--- src/rtl/cluster_select.sv ---
module cluster_select #(
  parameter int W  = 8,
  parameter int H  = 6,
  parameter int QD = 4,
  localparam int CW = $clog2(W),
  localparam int RW = $clog2(H),
  localparam int QA = (QD > 1) ? $clog2(QD) : 1
) (
  input  logic          clk,
  input  logic          rst_n,
  input  logic          in_valid,
  input  logic          in_sof,
  input  logic [7:0]    in_pix,
  input  logic [7:0]    thresh,
  output logic          out_valid,
  output logic          out_coord,
  output logic [7:0]    out_pix,
  output logic [RW-1:0] out_row,
  output logic [CW-1:0] out_col,
  output logic          ovf
);

  logic [CW-1:0] nc, pc, cc;
  logic [RW-1:0] nr, pr, cr;
  logic          first, ev, mt, ml, mr, hit;

  assign pc    = in_sof ? '0 : nc;
  assign pr    = in_sof ? '0 : nr;
  assign first = (pc == '0);

  always_ff @(posedge clk) begin
    if (!rst_n) begin
      nc <= '0;
      nr <= '0;
    end else if (in_valid) begin
      if (pc == CW'(W - 1)) begin
        nc <= '0;
        nr <= (pr == RW'(H - 1)) ? '0 : pr + RW'(1);
      end else begin
        nc <= pc + CW'(1);
        nr <= pr;
      end
    end
  end

  logic [7:0] lb1 [W];
  logic [7:0] lb2 [W];
  logic [7:0] w   [3][3];

  always_ff @(posedge clk) begin
    if (in_valid) begin
      lb1[pc] <= in_pix;
      lb2[pc] <= lb1[pc];
      for (int i = 0; i < 3; i++) begin
        w[i][0] <= w[i][1];
        w[i][1] <= w[i][2];
      end
      w[0][2] <= lb2[pc];
      w[1][2] <= lb1[pc];
      w[2][2] <= in_pix;
    end
  end

  always_ff @(posedge clk) begin
    if (!rst_n) begin
      ev <= 1'b0;
      cr <= '0;
      cc <= '0;
    end else begin
      ev <= in_valid && (first ? (pr >= RW'(2)) : (pr >= RW'(1)));
      if (in_valid) begin
        cr <= first ? pr - RW'(2) : pr - RW'(1);
        cc <= first ? CW'(W - 1) : pc - CW'(1);
      end
    end
  end

  assign mt  = (cr == '0);
  assign ml  = (cc == '0);
  assign mr  = (cc == CW'(W - 1));
  assign hit = ev && ($signed(w[1][1]) > $signed(thresh));

  logic [71:0] clus;
  always_comb begin
    for (int i = 0; i < 3; i++)
      for (int j = 0; j < 3; j++)
        clus[8*(3*i+j) +: 8] = ((i == 0 && mt) || (j == 0 && ml) || (j == 2 && mr))
                               ? 8'd0 : w[i][j];
  end

  logic [71:0]   qp [QD];
  logic [RW-1:0] qr [QD];
  logic [CW-1:0] qc [QD];
  logic [QA-1:0] wp, rp;
  logic [QA:0]   cnt;
  logic          full, emp, push, pop, busy;
  logic [3:0]    beat;
  logic [71:0]   cur_p;
  logic [RW-1:0] cur_r;
  logic [CW-1:0] cur_c;

  assign full = (cnt == (QA+1)'(QD));
  assign emp  = (cnt == '0);
  assign pop  = !emp && (!busy || beat == 4'd9);
  assign push = hit && (!full || pop);

  always_ff @(posedge clk) begin
    if (push) begin
      qp[wp] <= clus;
      qr[wp] <= cr;
      qc[wp] <= cc;
    end
  end

  always_ff @(posedge clk) begin
    if (!rst_n) begin
      wp  <= '0;
      rp  <= '0;
      cnt <= '0;
      ovf <= 1'b0;
    end else begin
      if (push) wp <= (wp == QA'(QD - 1)) ? '0 : wp + QA'(1);
      if (pop)  rp <= (rp == QA'(QD - 1)) ? '0 : rp + QA'(1);
      cnt <= cnt + (QA+1)'(push) - (QA+1)'(pop);
      if (hit && full && !pop) ovf <= 1'b1;
    end
  end

  always_ff @(posedge clk) begin
    if (!rst_n) begin
      busy  <= 1'b0;
      beat  <= '0;
      cur_p <= '0;
      cur_r <= '0;
      cur_c <= '0;
    end else if (pop) begin
      busy  <= 1'b1;
      beat  <= '0;
      cur_p <= qp[rp];
      cur_r <= qr[rp];
      cur_c <= qc[rp];
    end else if (busy) begin
      if (beat == 4'd9) busy <= 1'b0;
      else              beat <= beat + 4'd1;
    end
  end

  always_comb begin
    out_pix = 8'd0;
    for (int k = 0; k < 9; k++)
      if (busy && beat == 4'(k)) out_pix = cur_p[8*k +: 8];
  end

  assign out_valid = busy;
  assign out_coord = busy && (beat == 4'd9);
  assign out_row   = cur_r;
  assign out_col   = cur_c;

endmodule

--- config.mk ---
export PLATFORM = sky130hd
export DESIGN_NAME = cluster_select
export DESIGN_NICKNAME = d
export VERILOG_FILES = /design/src/rtl/cluster_select.sv
export SDC_FILE = /design/constraint.sdc
export NUM_CORES = 1
export LEC_CHECK = 0
export BUFFER_PORTS_ARGS = -buffer_cell sky130_fd_sc_hd__buf_2
export CELL_PAD_IN_SITES_DETAIL_PLACEMENT = 0
export CELL_PAD_IN_SITES_GLOBAL_PLACEMENT = 1
export CORE_MARGIN = 10
export CORE_UTILIZATION = 56
export CTS_BUF_LIST = sky130_fd_sc_hd__clkbuf_4
export DETAILED_ROUTE_END_ITERATION = 7
export PLACE_DENSITY_LB_ADDON = 0.1
export REMOVE_ABC_BUFFERS = 1
export SLEW_MARGIN = 20
export SYNTH_ARGS = -nofsm -noshare
export SYNTH_HDL_FRONTEND = slang
export SYNTH_SLANG_ARGS = --single-unit
--- constraint.sdc ---
create_clock -name clk -period 4.75 [get_ports clk]
set_input_delay 0.2375 -clock clk [delete_from_list [all_inputs] [get_ports clk]]
set_output_delay 0.2375 -clock clk [all_outputs]
set_load 0.05 [all_outputs]
==> Word-level counts from Yosys, hierarchy flattened <==
Memory sizes are Yosys's and may differ from the RTL's. A register that Yosys moved wholly into a read port is not among the register bits.
Cells that the tools add are included.
{ "classes": {"n_addsub": 10, "order_cmp": 3, "n_reduce_logical": 34, "bitwise": 2, "n_mux": 33, "eq_ne": 15} }
{ "op_table": {"columns": ["operator", "count"], "rows": [
  ["8-bit two-way mux", 16],
  ["3-bit two-way mux", 7],
  ["4-bit by 3-bit equality test with 1-bit output (second input constant)", 4],
  ["1-bit logical AND", 16],
  ["3-bit equality test (second input constant)", 4],
  ["3-bit zero test", 4],
  ["4-bit by 2-bit equality test with 1-bit output (second input constant)", 2],
  ["4-bit equality test (second input constant)", 2],
  ["8-bit greater-than comparator", 1],
  ["1-bit two-way mux", 8],
  ["1-bit zero test", 7],
  ["3-bit by 1-bit adder with 3-bit output (second input constant)", 2],
  ["3-bit by 1-bit subtractor with 3-bit output (second input constant)", 2],
  ["2-bit by 1-bit adder with 2-bit output (second input constant)", 2],
  ["4-bit by 1-bit adder with 4-bit output (second input constant)", 1],
  ["2-bit equality test (second input constant)", 2],
  ["4-bit by 1-bit equality test with 1-bit output (second input constant)", 1],
  ["4-bit zero test", 1],
  ["1-bit logical OR", 4],
  ["2-bit two-way mux", 2],
  ["3-bit by 1-bit adder with 3-bit output", 1],
  ["3-bit by 1-bit greater-or-equal comparator with 1-bit output (second input constant)", 1],
  ["3-bit by 2-bit greater-or-equal comparator with 1-bit output (second input constant)", 1],
  ["3-bit by 1-bit subtractor with 3-bit output", 1],
  ["4 further kinds", 5]
]} }
{ "word_totals": {"elab_cells": 114, "inputBits": 20, "output_inout_bits": 17, "ramBits": 512, "register_bits": 26, "memories": 6} }
{ "mem_list": {"columns": ["name", "words", "word_bits", "read_ports", "rd_ports_with_merged_regs", "write_ports", "line", "text"], "rows": [
  ["qp", 4, 72, 1, 1, 1, "91", "logic [71:0] qp [QD];"],
  ["w", 3, 24, 3, 0, 3, "48", "logic [7:0] w [3][3];"],
  ["lb1", 8, 8, 1, 0, 1, "46", "logic [7:0] lb1 [W];"],
  ["lb2", 8, 8, 1, 0, 1, "47", "logic [7:0] lb2 [W];"],
  ["qc", 4, 3, 1, 1, 1, "93", "logic [CW-1:0] qc [QD];"],
  ["qr", 4, 3, 1, 1, 1, "92", "logic [RW-1:0] qr [QD];"]
]} }

==> Logic depth before layout (Yosys ltp) <==
{ "logic_depth": {"ltp_word": 11, "ltp_mapped": 16, "mapped_depth_nobuf": 15} }

==> Worst setup path before layout <==
OpenSTA, ideal clock, no wires.
{ "synth_timing": {"path_kind": "register -> register", "start": "mem w[0][39] (netlist name)", "end": "mem qc[0][0] (netlist name), enable pin", "required_ns": 4.305, "arrival_time_ns": 3.385, "path_buffers": 1, "stages_incl_launch_ff": 8, "setup_ns": 0.445, "period_less_slack_ns": 3.830, "slack_ns": 0.920, "path_cell_list": "edfxtp_1 ha_1 nor3b_1 o21a_1 a311oi_1 nor2b_1 buf_2 and2_1"} }
{ "synth_rtl": {"columns": ["element", "line"], "rows": [
  ["from (decl)", "48"],
  ["to (decl)", "93"]
]} }

==> Worst setup path after layout <==
{ "layout_timing": {"start": "reg beat[1]", "end": "out out_pix[1]"} }
{ "layout_between": {"elab_chain_len": 11, "elab_cells_between_ends": 27, "cone_classes": "eq/ne: 8; mux: 9; reduce/logical: 10"} }
{ "layout_rtl": {"columns": ["element", "line", "text"], "rows": [
  ["from (decl)", "97", "logic [3:0] beat;"],
  ["from (signal assigned)", "144", "else beat <= beat + 4'd1;"],
  ["4-bit zero test", "151", "if (busy && beat == 4'(k)) out_pix = cur_p[8*k +: 8];"],
  ["1-bit logical AND", "151", null],
  ["8-bit two-way mux (8 in series)", "151", null],
  ["8-bit two-way mux *", "151", null],
  ["to (decl)", "17", "output logic [7:0] out_pix,"]
]} }
Every way passes the cells marked *; elsewhere a longest branch is shown, timed or not.

==> impl_results.md <==
* Timing-limited maximum frequency at 249 MHz
* Vias per cell at between 5 and 6
* Register area at about 0.017 mm2
* Number of buffers added for setup after CTS at 0
* Synth area leaders: edfxtp_1 64%, mux4_2 8.7%, dfxtp_1 8.6%, nand2_1 3.1%, a21boi_0 2.0%
* Clock root buffer: clkbuf_4
* Number of placement rows at 75
* Worst Hold Class: primary input to flip-flop
* Final critical delay including setup and external delays at about 4.0 ns
* Worst setup timing slack at the placement stage at roughly 1.1 ns
* Placeable core region at approximately 0.042 mm2
* Number of distinct library cell variants in the gate-level netlist after synthesis at between 50 and 60
* Average routed wire per standard cell at 22.4 um
* Total clock sinks at between 600 and 700
* Buffer and inverter count on the worst path at 1
* Buffers on Ports at 36
* Clock transition at the register clock pins on the worst setup and hold paths after CTS at about 0.060 ns
* Initial detailed-routing violation count at 970
* Setup Viol. Count Final at 0
* Starting density of the core at 0.570
* GRT Resource Usage Total at 0.210
* Total number of vias at 13200
* Number of levels the H-tree was split into at 4
* Count of flip-flops with a built-in enable after synthesis at between 500 and 600
* Category of the worst setup path launch point: flip-flop
* Vias in the first global route at between 10000 and 15000
* Dpl cells at ~2000
* First-pass GRT wire length at approximately 80 mm
* Highest ir drop seen on vdd at around 630 uV
* Element type at the critical path end: output port
* Leakage component of the power at around 9 nW
* Worst hold margin at roughly 0.12 ns
* Final GP Congestion at approximately 0.77
* Die width at 227 um
* Sequential element share of the synthesized area at 0.725
* Overflow after GRT at 0
* Result of the run: completed
* Number of non-filler instances in the completed layout at about 2300
* Detailed-routed wire length on met2 at around 25 mm
* TritonCTS clock tree: built
* Req. time, crit path at 4.51 ns
* Most instantiated cells after synthesis: 512 x edfxtp_1, 196 x nand2_1, 103 x dfxtp_1
* Post-route setup slack at roughly 0.74 ns
* Ys flop type: edfxtp_1
* Cell type group with the largest total delay on the critical path: compound AO/OA/AOI/OAI gates
* Maximum number of pins on one net before global-route repair at 83
* Unrepaired setup endpoints after global routing: false
* Highest routed metal layer: met4
* Rel. slew slack at 0.299
* Y dimension of the die at about 230 um
* M1 WL at about 22 mm
* Maxcap violations at 0
* Transition at the pin with the smallest max-transition slack at between 1 and 1.5 ns
* Share of synthesized flip-flops with an asynchronous set or reset at 0
* Area occupied by multi-input gates at 0.00616 mm2
* CP Depth at 7
* Filler cell count in the final layout at around 3100
* Synth area leader: edfxtp_1
* Number of endpoints with negative hold slack in the final report at 0
* Placed wire-length estimate after detailed placement at between 30 and 40 mm
* Pwr Density at 503 mW/mm2
* Area growth from synthesis to layout at 12.6%
* DRC Markers at 0
* Count of nets left with antenna violations after detail routing at 0
* Average footprint of a synthesized cell at 16.2 um2
* Post-synth top area share at 0.639
* Number of detailed-routing iterations run before antenna repair at 6
* Peak per-stage delay on the critical path at 0.66 ns
* Depth of the most critical reg-to-reg path at 14
* Net count of the finished layout at ~1700
* Final count of pins violating max slew at 0
* Data arrival, critical path at about 3.8 ns
* Detailed Route WL at roughly 51 mm
* Worst Setup Path Type: flip-flop to output port
* Largest fanout on the critical path at 15
* Buffers from clock root to sink, at most at 3
* Summed instance area of the synthesized netlist at about 0.024 mm2
* Top-count cell post-synth: edfxtp_1
* Cells along the critical path: ha_1 > nand2_1 > or3_4 > o22ai_1 > a31oi_1 > o31ai_1 > buf_2
* Cell depth of the worst min-delay path at 7
* Setup clock skew after layout at between 0.04 and 0.05 ns
* Number of CTS-inserted buffers at about 160
* Proportion of layout cells with a drive suffix above 1 at 0.249
* Part of the cycle the worst path needs at 0.844
* Total length of routed met3 wires at 3.07 mm
* Antenna violations before repair at 5
* Count of yosys warnings during synthesis at 0
* Full die area at a little over 0.05 mm2
* Insertion delay of the later-clocked pin in the worst-skew pair at ~0.95 ns
* Register bit total from synthesis at between 600 and 700
* Slowest cell on the critical path: ha_1
* Synth Instances at 1486
* IO Pins at 37
[worst paths after layout]
path             start         end  slack [ns]
min          thresh[0]         ovf        0.12
min reg2reg   w[0][51]    w[0][59]        0.44
max reg2reg   w[0][37]      cnt[2]        1.09
max            beat[1]  out_pix[1]        0.74
[per-layer routing]
metal | global-route usage | up-vias
met5 | 0 | -
met4 | 0.0752 | 0
met3 | 0.0579 | 78
met2 | 0.335 | 381
met1 | 0.273 | 6620
li1 | - | 6093
[power breakdown]
group	leakage [nW]	switching, W	internal [W]
Sequential	5.55	0.000421	0.00625
Combinational	2.44	0.00136	0.000945
Clock	1.25	0.00206	0.00259
Total	9.24	0.00384	0.00979
[through the flow]
step	total power [W]	utilization	setup TNS, ns	area, um2
floorplan	0.00834	-	-0.0800	23700
detailed placement	0.00912	0.588	0	24800
CTS	0.0138	0.641	0	27100
finish	0.0136	0.642	0	27100
global placement	0.00909	0.588	0	24800
global route	0.0144	0.642	0	27100
[flip-flops by register name, indices dropped and copies added, names as in the netlist, 2 cells and up]
register / cells
qr: 12
cnt: 3
w: 72
nc: 3
lb1: 64
nr: 3
wp: 2
out_col: 3
out_row: 3
lb2: 64
cc: 2
rp: 2
qp: 288
beat: 4
cur_p: 72
qc: 12
cr: 3
[cell families after synthesis]
kind of cell,count (synthesis),share of synthesized area
DFF,615,0.725
xor gates and xnor gates,7,0.00255
AOI/OAI and AO/OA,240,0.0662
muxes,120,0.0984
adders and majority gates,29,0.0154
buffers and inverters,116,0.0215
and+or+nand+nor,359,0.0711
[worst reg2reg max path, stage by stage, from the launching register on]
cell and delay (ns):
edfxtp_1 0.47, ha_1 0.37, o21ai_0 0.09, o21a_1 0.18, a311oi_1 0.40, nor2b_1 0.57
inv_1 0.10, ha_1 0.30, inv_1 0.05, ha_1 0.13, inv_1 0.05, fa_1 0.40
xnor2_1 0.15, xnor2_1 0.12, and2_1 0.15
[placed cells by master (no fill, tap or decap), types with 34 or more instances in the layout]
| master | n |
|---|---|
| buf_2 | 35 |
| and2_1 | 34 |
| o22ai_1 | 43 |
| clkbuf_4 | 235 |
| nor2b_1 | 36 |
| dfxtp_1 | 100 |
| a21boi_0 | 65 |
| a21oi_1 | 56 |
| mux4_2 | 93 |
| edfxtp_1 | 512 |
| nand2_1 | 196 |
[timing repair]
| item | CTS | global route |
|---|---|---|
| gates resized for setup | 0 | 0 |
| endpoints found under the hold margin | 150 | 0 |
| hold buffers | 11 | 0 |
[layout make-up]
type	count	share of cell area
multi-input cells	755	0.227
flip-flops and latches	615	0.644
well taps	539	0.0249
diodes	3	0.000277
inverters	32	0.00443
clock buffers	235	0.0651
repair buffers	77	0.0205
clock inverters	45	0.0134
Note: power is estimated with default switching activity, not from simulation.
